<file path="config.mk">
export PLATFORM = sky130hd
export DESIGN_NAME = biphase_line_decoder
export DESIGN_NICKNAME = d
export VERILOG_FILES = /design/src/rtl/biphase_line_decoder.sv
export SDC_FILE = /design/constraint.sdc
export NUM_CORES = 1
export LEC_CHECK = 0
export CORE_MARGIN = 3
export CORE_UTILIZATION = 39
export DETAILED_ROUTE_END_ITERATION = 16
export HOLD_SLACK_MARGIN = 0.02
export PLACE_DENSITY = 0.59
export SLEW_MARGIN = 20
export SYNTH_ARGS = -nofsm -noshare
export SYNTH_HDL_FRONTEND = slang
export SYNTH_SLANG_ARGS = --single-unit
</file>
<file path="constraint.sdc">
create_clock -name clk -period 2 [get_ports clk]
set_clock_uncertainty 0.05 [all_clocks]
set_input_delay 0.2 -clock clk [delete_from_list [all_inputs] [get_ports clk]]
set_output_delay 0.2 -clock clk [all_outputs]
set_load 0.005 [all_outputs]
</file>
<file path="src/rtl/biphase_line_decoder.sv">
module biphase_line_decoder #(
  parameter logic [5:0] START_CODE = 6'b100110,
  parameter int LAST_BYTE = 14,
  parameter int KEEP_SOLO = 5,
  parameter int KEEP_FROM = 11,
  localparam int W = 8 * (2 + LAST_BYTE - KEEP_FROM)
) (
  input  logic         clk,
  input  logic         rst_n,
  input  logic         gate_i,
  input  logic         din_i,
  output logic [W-1:0] word_o,
  output logic         valid_o,
  output logic         err_o
);

  typedef enum logic [1:0] {HUNT, CODE, DATA, WAIT} state_t;

  state_t       state;
  logic         seen1, phase, half, viol;
  logic [2:0]   cnt;
  logic [3:0]   byten;
  logic [4:0]   code;
  logic [W-1:0] sbuf;

  wire bad  = (half == din_i);
  wire keep = (byten == 4'(KEEP_SOLO)) || (byten >= 4'(KEEP_FROM) && byten <= 4'(LAST_BYTE));
  wire [W-1:0] next_buf = {sbuf[W-2:0], half};

  always_ff @(posedge clk) begin
    if (!rst_n) begin
      state   <= HUNT;
      seen1   <= 1'b0;
      phase   <= 1'b0;
      half    <= 1'b0;
      viol    <= 1'b0;
      cnt     <= '0;
      byten   <= '0;
      code    <= '0;
      sbuf    <= '0;
      word_o  <= '1;
      valid_o <= 1'b0;
      err_o   <= 1'b0;
    end else begin
      valid_o <= 1'b0;
      err_o   <= 1'b0;
      if (!gate_i) begin
        state <= HUNT;
        seen1 <= 1'b0;
      end else begin
        case (state)
          HUNT: begin
            seen1 <= din_i;
            if (seen1 && din_i) begin
              state <= CODE;
              phase <= 1'b0;
              cnt   <= '0;
              viol  <= 1'b0;
              code  <= '0;
            end
          end
          CODE, DATA: begin
            if (!phase) begin
              half  <= din_i;
              phase <= 1'b1;
            end else begin
              phase <= 1'b0;
              viol  <= viol | bad;
              if (state == CODE) begin
                code <= {code[3:0], half};
                if (cnt == 3'd5) begin
                  cnt <= '0;
                  if ({code, half} != START_CODE) state <= WAIT;
                  else begin
                    state <= DATA;
                    byten <= 4'd1;
                  end
                end else cnt <= cnt + 3'd1;
              end else begin
                if (keep) sbuf <= next_buf;
                if (cnt == 3'd7) begin
                  cnt <= '0;
                  if (byten == 4'(LAST_BYTE)) begin
                    state <= WAIT;
                    if (viol | bad) err_o <= 1'b1;
                    else begin
                      valid_o <= 1'b1;
                      word_o  <= next_buf;
                    end
                  end else byten <= byten + 4'd1;
                end else cnt <= cnt + 3'd1;
              end
            end
          end
          default: ;
        endcase
      end
    end
  end

  AST_UNGATED_HUNT: assert property (@(posedge clk) disable iff (!rst_n)
    !gate_i |=> (state == HUNT) && !valid_o && !err_o);
  AST_PULSE_EXCL: assert property (@(posedge clk) disable iff (!rst_n)
    !(valid_o && err_o));
  AST_ERR_KEEPS_WORD: assert property (@(posedge clk) disable iff (!rst_n)
    err_o |-> $stable(word_o));
  AST_WORD_HELD: assert property (@(posedge clk) disable iff (!rst_n)
    !valid_o |-> $stable(word_o));
  AST_ONE_PULSE: assert property (@(posedge clk) disable iff (!rst_n)
    (valid_o || err_o) |=> !(valid_o || err_o));
  AST_PULSE_ENDS_LINE: assert property (@(posedge clk) disable iff (!rst_n)
    (valid_o || err_o) |-> (state == WAIT));

endmodule

</file>
==> impl_metrics.tcl <==
set metrics [dict create \
    slew_headroom 0.7720 \
    clockBufferDepth 2 \
    crit_path_max_incr_delay_ns 0.44 \
    cts-root-buf "clkbuf_8" \
    reg2reg_to "byten[0]" \
    p_switching_uw 810.5 \
    start_util 0.4072 \
    yosysWarnings 0 \
    synth_enable_flop_cells 0 \
    pin_count 46 \
    gr-total-overflow 0 \
    grt_pass1_vias 3500 \
    cap_violations 0 \
    status "completed" \
    synthFlopType "dfxtp_1" \
    worstPathBufferInverterCount 2 \
    timing_hold_violations_final 0 \
    routed_via_density 5.521 \
    num_antenna_cells 0 \
    wl_mm 9.948 \
    final_area_mm2 0.005020 \
    track_usage 0.1774 \
    place.gp.congestion 0.8072 \
    die_area_mm2 0.01165 \
    synth_nets 504 \
    nNetsFinal 538 \
    first_iter_violations 235 \
    grt_setup_unrepaired "no" \
    power_density_mw_per_mm2 678.6 \
    yosysSeqAreaShare 0.4889 \
    stdcell_count 664 \
    dp_cells 648 \
    wl_met3_um 366 \
    cp-end-kind "register" \
    vias 3666 \
    die_w_um 108.0 \
    syn_inst 492 \
    r2r_cells 7 \
    die_h_um 108.0 \
    ys_types 43 \
    hpwl_mm 6.235 \
    critPathCapture "byten[0]" \
    fmax_mhz 522.0 \
    cp_top_family "compound AO/OA/AOI/OAI gates" \
    power_frac_clock 0.386 \
    critical_path.startpoint_type "register" \
    critPathKind "reg -> reg" \
    cp.required_ns 2.22 \
    antenna_found_initial 0 \
    drv_slew 0 \
    placed_area_mm2 0.004765 \
    p_int_mw 2.596 \
    reg2reg_setup_slack_ns 0.08 \
    synth-seq-cells 99 \
    cp.depth 7 \
    clkSinkCount 99 \
    peakVddDrop_v 0.0002959 \
    final_common_cell "nand3_1" \
    crit_slowest_cell "or3_4" \
    swShare 0.2379 \
    core_area_mm2 0.009955 \
    routedWlPerCell_um 14.98 \
    grt_pass1_wl_mm 16.89 \
    antenna_left 0 \
    syn_to_final_growth_pct 23.83 \
    critical_path_arrival_ns 2.13 \
    clk_pin_slew_ns 0.09 \
    htree_levels 3 \
    drc_errors 0 \
    fin_crit_ns 1.916 \
    synthArstFlopShare 0 \
    setup_violations 0 \
    seq_power_share 0.579 \
    maxUsedRoutingLayer "met4" \
    regToRegStartpoint "state[1]" \
    grt_start_max_net_pins 41 \
    cts_setup_buffers 0 \
    startpoint "state[1]" \
    port_buffers 45 \
    wl_met2_mm 4.503 \
    crit_chain "inv_2 -> ha_4 -> buf_4 -> a31o_1 -> o41a_1 -> or3_4 -> o211a_1" \
    insertion_delay_ns 0.37 \
    finalCritPeriodShare 0.9579 \
    cts_tree "built" \
    syn_area_mm2 0.004054 \
    postSynthAreaPerCell_um2 8.240 \
    met1_length_mm 4.988 \
    layout_common_cells "nand3_1, dfxtp_1, o21ai_1" \
    p_total_mw 3.406 \
    postLayoutCoreUtil 0.5043 \
    numCtsBuffers 9 \
    dr.pass1.iters 4 \
    postCtsHoldBufs 0 \
    combinationalPowerShare 0.035 \
    drive_above_1_share 0.1092 \
    min_path_type "reg -> reg" \
    leakage_nw 1.655 \
    tightest_slew_ns 0.3389 \
    path_max_fanout 8 \
    num_rows 36 \
]
[synthesized netlist by cell type (all sizes together) (2+ instances only)]
| cell type | number | area share |
|---|---|---|
| a21oi | 50 | 0.062 |
| a31oi | 2 | 0.0031 |
| and3b | 2 | 0.0043 |
| buf | 8 | 0.0099 |
| clkbuf | 40 | 0.037 |
| dfxtp | 99 | 0.49 |
| ha | 8 | 0.025 |
| inv | 7 | 0.0065 |
| mux2i | 3 | 0.0074 |
| nand2 | 16 | 0.015 |
| nand2b | 2 | 0.0031 |
| nand3 | 124 | 0.15 |
| nand3b | 3 | 0.0056 |
| nand4 | 6 | 0.0093 |
| nand4b | 2 | 0.0043 |
| nor2 | 7 | 0.0065 |
| nor2b | 2 | 0.0031 |
| nor3 | 3 | 0.0037 |
| o21ai | 84 | 0.10 |
| o311ai | 2 | 0.0043 |
| or3 | 5 | 0.0089 |
[worst register-to-register path: cells and delay by family, from the launching register on]
family	cells	cell delay, ns
fa+ha+maj	1	0.17
simple gates	1	0.44
flops	1	0.34
buf+inv	2	0.23
compound gates	3	0.60
[worst min path at each step]
stage	slack [ns]	end	startpoint	cells past startpoint
after global placement	0.39	viol	viol	2
after detailed placement	0.40	viol	viol	2
after global routing	0.44	code[4]	code[4]	2
final	0.41	code[4]	code[4]	2
after CTS	0.41	viol	viol	2
after floorplan	0.29	half	din_i	2
[layout make-up]
type	instances	area, um^2
repair buffers	71	728.2
well taps	133	166.4
inverters	7	26.28
clock buffers	9	123.9
flip-flops and latches	99	1987
clock inverters	7	76.32
fillers	953	4935
multi-input cells	338	1912
[what timing repair did]
action                                 in CTS  in global routing
gates resized for setup                     1                 14
endpoints found under the hold margin       0                  0
setup endpoints to repair                   1                 86
pin swaps                                   0                  3
[flip-flops by register name (all words and copies together) (netlist names)]
name and flops:
word_o 40, sbuf 39, code 5, byten 4
cnt 3, state 2, err_o 1, half 1
phase 1, seen1 1, valid_o 1, viol 1
[per-stage QoR]
stage	setup TNS, ns	setup WS [ns]	hold slack (ns)
final	0	0.08428	0.4102
after global routing	0	0.001082	0.4430
after CTS	0	0.002640	0.4119
after detailed placement	-0.01169	-0.01169	0.3973
after global placement	0	0.01798	0.3938
after floorplan	0	0.1069	0.2939
[power groups by stage]
| stage | combinational, mW | sequential [mW] | clock [mW] |
|---|---|---|---|
| global placement | 0.116 | 2.02 | 0 |
| floorplan | 0.0671 | 2.02 | 0 |
| finish | 0.118 | 1.97 | 1.32 |
| CTS | 0.117 | 1.97 | 1.36 |
| global route | 0.128 | 1.97 | 1.44 |
| detailed placement | 0.117 | 2.02 | 0 |
[layer usage]
metal	up-vias	GRT usage
met3	6	0.03761
met4	0	0.05320
met5	-	0
met1	1745	0.2456
li1	1842	-
met2	73	0.2793
[kinds of logic after synthesis]
family / Yosys count / share of synthesized area
AND/OR/NAND/NOR: 177 / 0.2247
AO/OA/AOI/OAI: 148 / 0.1960
multiplexers: 4 / 0.01019
XOR/XNOR: 1 / 0.002161
flip-flops: 99 / 0.4889
buffers and inverters: 55 / 0.05339
adder cells (fa/ha/maj): 8 / 0.02469
(Power assumes the default switching activity.)
